### src/rtl/rx_trigger_fifo.sv
`timescale 1ns/1ps
module rx_trigger_fifo #(
  parameter int DATA_W = 8,
  parameter int DEPTH  = 16,
  parameter int LVL0   = 1,
  parameter int LVL1   = 4,
  parameter int LVL2   = 8,
  parameter int LVL3   = 14
) (
  input  logic              clk,
  input  logic              rst_n,
  input  logic              push_valid,
  input  logic [DATA_W-1:0] push_data,
  input  logic              pop,
  output logic [DATA_W-1:0] pop_data,
  input  logic              fcr_wr,
  input  logic [1:0]        fcr_trig,
  input  logic              fcr_flush,
  input  logic              ctl_wr,
  input  logic              ctl_rx_en,
  input  logic              ctl_rx_ie,
  output logic [$clog2(DEPTH+1)-1:0] count,
  output logic              data_full,
  output logic              rx_irq
);
  localparam int PTR_W = $clog2(DEPTH);
  localparam int CNT_W = $clog2(DEPTH + 1);

  logic [DATA_W-1:0] mem [DEPTH];
  logic [PTR_W-1:0]  head_q, tail_q;
  logic [CNT_W-1:0]  cnt_q, thr, cnt_nx;
  logic [1:0]        trig_q;
  logic              rx_en_q, rie_q, full_q, irq_q;

  wire flush = fcr_wr & fcr_flush;
  wire take  = push_valid & rx_en_q & (cnt_q < CNT_W'(DEPTH));
  wire give  = pop & (cnt_q != '0);
  wire reach = cnt_nx >= thr;
  wire [PTR_W-1:0] head_nx = (head_q == PTR_W'(DEPTH-1)) ? '0 : head_q + 1'b1;
  wire [PTR_W-1:0] tail_nx = (tail_q == PTR_W'(DEPTH-1)) ? '0 : tail_q + 1'b1;

  assign cnt_nx = cnt_q + CNT_W'(take) - CNT_W'(give);

  always_comb begin
    case (trig_q)
      2'd0:    thr = CNT_W'(LVL0);
      2'd1:    thr = CNT_W'(LVL1);
      2'd2:    thr = CNT_W'(LVL2);
      default: thr = CNT_W'(LVL3);
    endcase
  end

  always_ff @(posedge clk or negedge rst_n) begin
    if (!rst_n) begin
      head_q  <= '0;
      tail_q  <= '0;
      cnt_q   <= '0;
      trig_q  <= 2'd0;
      rx_en_q <= 1'b0;
      rie_q   <= 1'b0;
      full_q  <= 1'b0;
      irq_q   <= 1'b0;
    end else begin
      if (fcr_wr) trig_q <= fcr_trig;
      if (ctl_wr) begin
        rx_en_q <= ctl_rx_en;
        rie_q   <= ctl_rx_ie;
      end
      if (flush) begin
        head_q <= '0;
        tail_q <= '0;
        cnt_q  <= '0;
        full_q <= 1'b0;
      end else begin
        if (take) head_q <= head_nx;
        if (give) tail_q <= tail_nx;
        cnt_q <= cnt_nx;
        if (take && reach)       full_q <= 1'b1;
        else if (give && !reach) full_q <= 1'b0;
      end
      if (ctl_wr && !ctl_rx_ie)                   irq_q <= 1'b0;
      else if (!flush && take && reach && rie_q) irq_q <= 1'b1;
    end
  end

  always_ff @(posedge clk) begin
    if (take && !flush) mem[head_q] <= push_data;
  end

  assign pop_data  = (cnt_q != '0) ? mem[tail_q] : '1;
  assign count     = cnt_q;
  assign data_full = full_q;
  assign rx_irq    = irq_q;
endmodule

### config.mk
export PLATFORM = sky130hd
export DESIGN_NAME = rx_trigger_fifo
export DESIGN_NICKNAME = d
export VERILOG_FILES = /design/src/rtl/rx_trigger_fifo.sv
export SDC_FILE = /design/constraint.sdc
export NUM_CORES = 1
export LEC_CHECK = 0
export BUFFER_PORTS_ARGS = -buffer_cell sky130_fd_sc_hd__clkbuf_2
export CORE_MARGIN = 2
export CORE_UTILIZATION = 45
export DETAILED_ROUTE_END_ITERATION = 16
export SYNTH_ARGS = -nofsm -noshare
export SYNTH_HDL_FRONTEND = slang
export SYNTH_SLANG_ARGS = --single-unit
### constraint.sdc
create_clock -name clk -period 2.9 [get_ports clk]
set_input_delay 0.29 -clock clk [delete_from_list [all_inputs] [get_ports clk]]
set_output_delay 0.29 -clock clk [all_outputs]
set_load 0.02 [all_outputs]
* After elaboration in Yosys (flattened, before gate mapping)
Memories as Yosys holds them, arrays and structs flattened. Index checks and enable logic that the tools add are counted. W data, S select, Z words.
Word-level totals: register bits 19, bits in latches 0, memory bits (writable) 128, bits in read-only memories 0, output and inout port bits 15, logic and storage cells 54, memories kept 1
Memories:
- mem | depth 16, width 8, rd ports 1, clocked after Yosys merged registers in 0, wr ports 1, line 29 | logic [DATA_W-1:0] mem [DEPTH];
Operators by class: add/subtract/negate cells 4, $mul 0, divide/modulo/power cells 0, magnitude comparators 2, equality and inequality tests 4, shift operators 0, multiplexer cells 16, bitwise gates (word level) 4, reduce and logical (&&, ||, !) cells 15
Operator list (number):
- $mux W4 | 6
- $pmux W4 S3 | 1
- $add A4 B1 Y4 const B | 2
- $eq A4 B4 Y1 const B | 2
- $mux W8 | 1
- $mux W1 | 7
- $logic_and A1 B1 Y1 | 6
- $reduce_bool A2 Y1 | 3
- $add A5 B1 Y5 | 1
- $ge A5 B5 Y1 | 1
- $lt A5 B5 Y1 const B | 1
- $mux W5 | 1
- $reduce_bool A5 Y1 | 1
- $sub A5 B1 Y5 | 1
- $and A1 B1 Y1 | 4
- $logic_not A1 Y1 | 3
- $reduce_bool A3 Y1 | 1
- $eq A2 B1 Y1 const B | 1
- $eq A2 B2 Y1 const B | 1
- $logic_not A2 Y1 | 1

* Longest topological paths before layout
Gate-level depths: netlist of run 1.
word-level depth 10, mapped depth 16

* Least setup slack after synthesis of run 1
OpenSTA, ideal clock, no wires.
kind register -> register, from register cnt_q[3], in the netlist count[3], to register full_q, in the netlist data_full, setup time 0.124 ns, arrival time 3.135 ns, slack -0.359 ns, stages on the path, launching flop included 17, path buffers 0, clock period less this slack 3.259 ns, cells stage by stage dfrtp_1 inv_1 ha_1 nor4b_2 nand2b_4 inv_2 ha_1 inv_1 ha_1 inv_1 fa_1 inv_1 ha_1 a2111oi_0 a21oi_1 a211oi_1 nor2_1
On the way: word-level cells in the longest chain between the ends 8, elaborated cells on any way between the ends 13, classes of those cells add/sub (2); order compare (2); mux (2); bitwise (2); reduce/logical (5)
Ends and longest elaborated chain:
- start: declaration | line 31 | logic [CNT_W-1:0] cnt_q, thr, cnt_nx;
- start signal: assignment | line 77 | cnt_q <= cnt_nx;
- $lt A5 B5 Y1 | line 36 | wire take = push_valid & rx_en_q & (cnt_q < CNT_W'(DEPTH));
- $and A1 B1 Y1 | line 36
- $add A5 B1 Y5 | line 42 | assign cnt_nx = cnt_q + CNT_W'(take) - CNT_W'(give);
- $sub A5 B1 Y5 | line 42
- $ge A5 B5 Y1 | line 38 | wire reach = cnt_nx >= thr;
- $logic_and A1 B1 Y1 / $logic_not A1 Y1 (equally long branches) | line 78, 79
- $mux W1 / $logic_and A1 B1 Y1 (equally long branches) | line 78, 79
- $mux W1 / $reduce_bool A3 Y1 (equally long branches)
- end signal: assignment | line 73 | full_q <= 1'b0;
- end signal: assignment | line 78 | if (take && reach) full_q <= 1'b1;
- end signal: assignment | line 79 | else if (give && !reach) full_q <= 1'b0;
- end: declaration | line 33 | logic rx_en_q, rie_q, full_q, irq_q;
Several ways; a longest one is shown, not always the timed one. A chain may end at the register's enable or synchronous reset.

* Worst setup path in the final report of run 1
from register cnt_q[3], in the netlist count[3], to register irq_q, in the netlist rx_irq
On the way: word-level cells in the longest chain between the ends 8, elaborated cells on any way between the ends 11, classes of those cells add/sub (2); order compare (2); bitwise (2); reduce/logical (5)
Ends and longest elaborated chain:
- $lt A5 B5 Y1 | line 36
- $and A1 B1 Y1 | line 36
- $add A5 B1 Y5 | line 42
- $sub A5 B1 Y5 | line 42
- $ge A5 B5 Y1 | line 38
- $logic_and A1 B1 Y1 * (2 in series) | line 82 | else if (!flush && take && reach && rie_q) irq_q <= 1'b1;
- $reduce_bool A2 Y1 (no line) *
- end signal: assignment | line 62 | irq_q <= 1'b0;
- end signal: assignment | line 81 | if (ctl_wr && !ctl_rx_ie) irq_q <= 1'b0;
- end signal: assignment | line 82
- end: declaration | line 33
Mark *: on every way between the ends. The rest lies on a longest branch, timed or not.

==> results.ini, run 1 <==
[finish]
final_layout_size_suffix_gt1_frac=0.3172
layout_common_cells=edfxtp_1, clkbuf_2, mux4_2
layout_commonest_cell=edfxtp_1
fillers=1057
multi_input_area_mm2=0.001798
regArea_mm2=0.004325
utilization=0.5490
nNetsFinal=437
layout-area-overhead-vs-synth_pct=18.26
antenna_cells=0

[timing]
slew_headroom=0.4961
period_minus_slack_ns=2.961
hold_viol=0
drv_slew=0
tightestPinTransition_ns=0.7559
fin_crit_sh=1.021
rsz0062_at_grt=true
finalSetupTns_ns=-0.1055
finalClockSkew_ns=0.005394
final.setup.worst_slack_ns=-0.06075
max_clock_freq_mhz=337.8
finalSetupViolCount=2

[global_route]
grt_use_total=0.1792
antenna_found_initial=0
grt_pass1_wl_um=18770
first_global_vias=3364
grt_max_degree=33
overflow=0

[clock_tree]
cts_buffers=17
numClockSinks=147
htreeDepth=4
clk_pin_slew_worst_paths_ns=0.05
cts_tree=yes
cts-root-buf=clkbuf_16
clk_latency_ns=0.41
clockBufferDepth=2

[logic_synthesis]
ys_warn_count=0
synth.cell_area_mm2=0.006172
ys_ff_latch=147
seq_area_frac_synth=0.6998
syn_inst=340
syn_area_per_cell_um2=18.15
syn-num-nets=375
synth_cell_types=37

[floorplanning]
core_area_mm2=0.01330
start_util=0.4642
die_y_um=121.1
rows=42
ios=34
die_w_um=121.1
die_area_mm2=0.01467

[route]
firstDrtPassIters=4
drtIter0Drc=273
ant_nets=0
vias_per_cell=5.426
vias=3196
wl_per_cell_um=20.33
drc=0
routed_wl_um=11980

[power]
vdd_drop_max_uv=791.8
pwr_density_cell_mw_per_mm2=930.5
leakage_nw=2.533

[setup_path]
startpoint_type=flip-flop
rrSetupSlack_ns=-0.06
crit_type=flip-flop to flip-flop
critPathRequiredTime_ns=3.20
end_kind=flip-flop
arrival_ns=3.26
cp_max_fo=2

[flow_run]
maxCapViolCount=0

[placement]
place.gp.congestion=0.7881
port_buffers=33
hpwlAfterDp_um=7752

[hold_path]
min_path_type=input pin to flip-flop

[status]
outcome=finished with violations
violations=negative setup slack

==> critical path, stage by stage, from the launching register on <==
cell	delay, ns
dfrtp_2	0.40
inv_2	0.08
ha_4	0.13
nor4b_4	0.21
nand2b_4	0.19
inv_4	0.04
ha_4	0.20
inv_2	0.06
ha_4	0.12
inv_2	0.03
fa_1	0.53
inv_2	0.06
ha_4	0.21
a2111oi_4	0.29
a21oi_2	0.08
nor3_1	0.13
nor3_1	0.08
==> Yosys cell counts, drive strengths merged <==
master / count / area share
edfxtp: 128 / 0.62
mux4: 32 / 0.12
and2: 20 / 0.020
dfrtp: 19 / 0.077
mux2i: 16 / 0.026
ha: 15 / 0.030
inv: 15 / 0.0091
nand2: 15 / 0.0091
nor2: 13 / 0.0083
buf: 11 / 0.014
a21oi: 10 / 0.0081
a22oi: 8 / 0.0097
o21ai: 7 / 0.0057
xor2: 4 / 0.0057
nand2b: 3 / 0.0043
nor2b: 3 / 0.0030
nor3: 3 / 0.0024
a311oi: 2 / 0.0028
clkbuf: 2 / 0.0012
mux2: 2 / 0.0036
nor3b: 2 / 0.0024
xnor2: 2 / 0.0028
a2111oi: 1 / 0.0014
a211oi: 1 / 0.0012
a21o: 1 / 0.0012
a31oi: 1 / 0.0010
fa: 1 / 0.0032
nand4b: 1 / 0.0014
nor4b: 1 / 0.0024
or3: 1 / 0.0010
==> power by group <==
part / total [mW] / switching [mW] / leakage, nW / internal, mW
Sequential: 2.52 / 0.115 / 1.39 / 2.41
Combinational: 2.27 / 1.17 / 0.879 / 1.10
Clock: 2.00 / 0.762 / 0.262 / 1.24
Total: 6.79 / 2.05 / 2.53 / 4.74
==> flip-flops by register name, indices dropped and copies added (netlist names) <==
signal	cells
mem	128
count	5
head_q	4
tail_q	4
trig_q	2
data_full	1
rie_q	1
rx_en_q	1
rx_irq	1
==> layer usage <==
layer,share of wire,wire length [um],global-route usage
met1,0.43,5192,0.2361
met2,0.51,6070,0.2911
met3,0.041,487,0.03806
met4,0.019,227,0.07267
met5,0,0,0
==> cell type report <==
class                      count  area share
timing repair buffer          56     0.05005
multi-input combinational    165      0.2463
inverter                      15    0.008056
sequential                   147      0.5926
tap                          176     0.03017
clock inverter                 8     0.01200
clock buffer                  22     0.06085
==> cell families after synthesis <==
kind of cell / synth area share
adder cells (fa/ha/maj): 0.03365
flip-flops: 0.6998
XOR/XNOR: 0.008514
buffers and inverters: 0.02453
multiplexers: 0.1476
AND/OR/NAND/NOR: 0.05473
AO/OA/AOI/OAI: 0.03122
==> worst paths after layout <==
kind,end,cells past startpoint,from
min in group asynchronous,trig_q[1],2,rst_n
worst min-delay path,trig_q[0],3,fcr_trig[0]
worst max-delay path,rx_irq,16,count[3]
worst min register to register,rx_en_q,1,rx_en_q
worst max register to register,rx_irq,16,count[3]
max in group asynchronous,tail_q[0],2,rst_n
==> per-stage QoR <==
stage	setup slack, ns	power (mW)	hold slack (ns)	instances	area (um2)
6_report	-0.06075	6.792	0.09152	589	7300
5_1_grt	-0.2097	7.127	0.09590	589	7300
4_1_cts	-0.06681	6.809	0.08126	588	7279
3_5_place_dp	-0.3444	4.621	0.2821	552	6656
3_3_place_gp	-0.2037	4.580	0.2797	552	6656
2_1_floorplan	-0.2442	4.006	-0.005591	340	6220
==> what timing repair did <==
item | CTS | global route
gates cloned | 0 | 0
hold buffers | 1 | 0
pin swaps | 3 | 0
resized for setup | 7 | 3
hold endpoints to repair | 19 | 0
buffers inserted | 5 | 1
setup endpoints to repair | 2 | 3
Power figures use the tool's default switching activity.
==> inputs of run 2 (changes only) <==
--- a/config.mk
+++ b/config.mk
@@ -7,2 +7,3 @@
 export LEC_CHECK = 0
+export ABC_AREA = 1
 export BUFFER_PORTS_ARGS = -buffer_cell sky130_fd_sc_hd__clkbuf_2
--- a/constraint.sdc
+++ b/constraint.sdc
@@ -3,2 +3,2 @@
 set_output_delay 0.29 -clock clk [all_outputs]
-set_load 0.02 [all_outputs]
+set_load 0.1 [all_outputs]
==> run 2 against run 1 <==
Against the previous run: the flow now finishes without violations; wire length is 21% higher; maximum frequency is 4.0% higher; count of clock-buffer cells in the layout is 5 higher; first-iteration DRC count is 24% higher; largest cell class unchanged; synthesized cell count is 58% higher; largest power group is now combinational logic; sequential share of layout area is 2.8 points lower; non-clock buffer count is 12 higher; die area is 2.8% higher.
==> results.ini, run 2 <==
[status]
outcome=finished, final reports clean

[logic_synthesis]
synth-simple-area-share=0.1111
ys_ff_latch=147
synth-edff-count=128
ys_warn_count=0
seq_area_frac_synth=0.6801
synth_common_cells=edfxtp_1, nor2_1, nand2_1, o21ai_0, o211ai_1
synth.cell_area_mm2=0.006351
synth_top_area_share=0.6052
synthAdderAreaFrac=0.03270
synth_xor_area_frac=0.004137
synth_largest_area_cell=edfxtp_1
syn_inst=536
synth_top_family_by_area=compound AO/OA/AOI/OAI gates
synth_top_flop_cell=edfxtp_1
synth-compound-area-share=0.1249
syn_area_per_cell_um2=11.85
synth_cell_types=25
postSynth.asyncResetShare=0.1293
syn-num-nets=571
muxShareOfSynthArea=0
synthTopCellsByArea=edfxtp_1, dfrtp_1, nor2_1, o21ai_0, o211ai_1
synth_most_common_cell=edfxtp_1

[timing]
rsz0062_at_grt=true
finalSetupViolCount=0
fin_hold_ws_ns=0.08264
finalClockSkew_ns=0.006505
finalSetupTns_ns=0
tightestPinTransition_ns=0.6508
period_minus_slack_ns=2.847
max_clock_freq_mhz=351.3
hold_viol=0
slew_headroom=0.5656
fin_crit_sh=0.9816
drv_slew=0

[clock_tree]
cts_buffers=17
cts_tree=yes
clockBufferDepth=2
numClockSinks=147
cts-root-buf=clkbuf_16
clk_latency_ns=0.42
clk_pin_slew_worst_paths_ns=0.06
htreeDepth=4

[route]
vias=4237
routed_wl_um=14520
vias_per_cell=5.357
firstDrtPassIters=5
wl_per_cell_um=18.36
ant_nets=0
drc=0
drtIter0Drc=339

[setup_path]
startpoint_type=flip-flop
critPathRequiredTime_ns=3.21
crit_type=flip-flop to flip-flop
cp_max_fo=5
end_kind=flip-flop
arrival_ns=3.15

[power]
vdd_drop_max_uv=1220
pwr_density_cell_mw_per_mm2=1098
leakage_nw=2.843

[placement]
place_inst=752
port_buffers=33
place_area_mm2=0.007013
place.gp.congestion=0.8273
hpwlAfterDp_um=9300

[finish]
regMostFlops=mem
layout-area-overhead-vs-synth_pct=20.76
layout_commonest_cell=edfxtp_1
fin_cells=791
antenna_cells=0
layout_common_cells=edfxtp_1, nor2_1, nand2_1, o21ai_0, buf_4
utilization=0.5547
nNetsFinal=633
largest_reg_flops=128
final_layout_size_suffix_gt1_frac=0.2259
design_area_mm2=0.007670

[floorplanning]
ios=34
start_util=0.4593
core_area_mm2=0.01383
rows=43
die_area_mm2=0.01508
die_w_um=122.8
die_y_um=122.8

[global_route]
first_global_vias=4038
grt_busiest_layer=met1
grt_use_total=0.2095
grtUsageMet3=0.04554
grt_pass1_wl_um=22780
overflow=0
antenna_found_initial=0
grtUsageMet1=0.3083
grt_use_met2=0.2963
grt_max_degree=58

[flow_run]
maxCapViolCount=0

[hold_path]
min_path_type=input pin to flip-flop

==> run 2: cell types whose count changed after synthesis, sizes merged, moves of 8 or more <==
cell	before	now
o22ai	0	8
o211ai	0	40
nand3	0	17
clkbuf	2	12
nand2	15	52
a22oi	8	0
mux4	32	0
o21ai	7	73
mux2i	16	0
nor2	13	99
and2	20	0
inv	15	41
==> run 2: routing by layer <==
layer  up-vias  part of all wire
met3        29             0.060
met4         0             0.026
met1      2034              0.47
met2       138              0.45
met5         -                 0
li1       2036                 -
==> run 2: where the power goes <==
part / internal, mW / leakage, nW / switching [mW]
Clock: 1.29 / 0.279 / 0.786
Combinational: 1.21 / 1.18 / 2.64
Sequential: 2.41 / 1.39 / 0.0812
==> run 2: area by class of cell <==
| class | instances | area, um2 |
|---|---|---|
| clock buffer | 27 | 513.0 |
| clock inverter | 5 | 48.80 |
| fill | 1141 | 6157 |
| inverter | 41 | 166.4 |
| multi-input combinational | 323 | 1821 |
| sequential | 147 | 4333 |
| tap | 180 | 225.2 |
| timing repair buffer | 68 | 563.0 |
==> run 2: path summary, 6_finish.rpt <==
| kind | start | endpoint | slack [ns] | cells after the start |
|---|---|---|---|---|
| worst min register to register | rx_en_q | rx_en_q | 0.49 | 2 |
| min in group asynchronous | rst_n | head_q[1] | 0.36 | 2 |
| worst max register to register | count[3] | data_full | 0.05 | 21 |
| max in group asynchronous | rst_n | count[1] | 2.17 | 2 |
| worst max-delay path | count[3] | data_full | 0.05 | 21 |
| worst min-delay path | ctl_rx_en | rx_en_q | 0.08 | 3 |
==> run 2: through the flow <==
stage	power [mW]	setup slack [ns]
4_1_cts	8.342	0.00009903
6_report	8.422	0.05344
3_5_place_dp	6.253	-0.03142
5_1_grt	8.873	-0.08095
2_1_floorplan	5.156	-0.03250
3_3_place_gp	6.222	0.09387
==> run 2: critical path: stages, from the launching register on <==
cell	delay (ns)
dfrtp_4	0.49
inv_4	0.08
ha_4	0.13
nand3_4	0.08
nand2_4	0.10
inv_6	0.05
ha_4	0.21
inv_4	0.05
ha_4	0.12
inv_2	0.03
fa_2	0.54
inv_2	0.05
ha_4	0.24
nand2_1	0.04
nand2_1	0.06
nand2_1	0.07
nand2_2	0.07
nand2_2	0.06
nand2_2	0.08
nand2_1	0.05
nand3b_1	0.07
nand2_1	0.06
==> run 2: cell families (layout without fill, tap and decap cells) <==
| logic type | count (synthesis) | after routing |
|---|---|---|
| buffers and inverters | 66 | 141 |
| AO/OA/AOI/OAI | 127 | 127 |
| flip-flops | 147 | 147 |
| AND/OR/NAND/NOR | 177 | 177 |
| adder cells (fa/ha/maj) | 16 | 16 |
| XOR/XNOR | 3 | 3 |
==> run 2: repair_timing <==
item / CTS / global route
pin swaps: 0 / 11
hold buffers: 1 / 0
gates resized for setup: 1 / 12
endpoints found under the setup margin: 2 / 2
hold endpoints to repair: 19 / 0
buffers inserted: 0 / 6
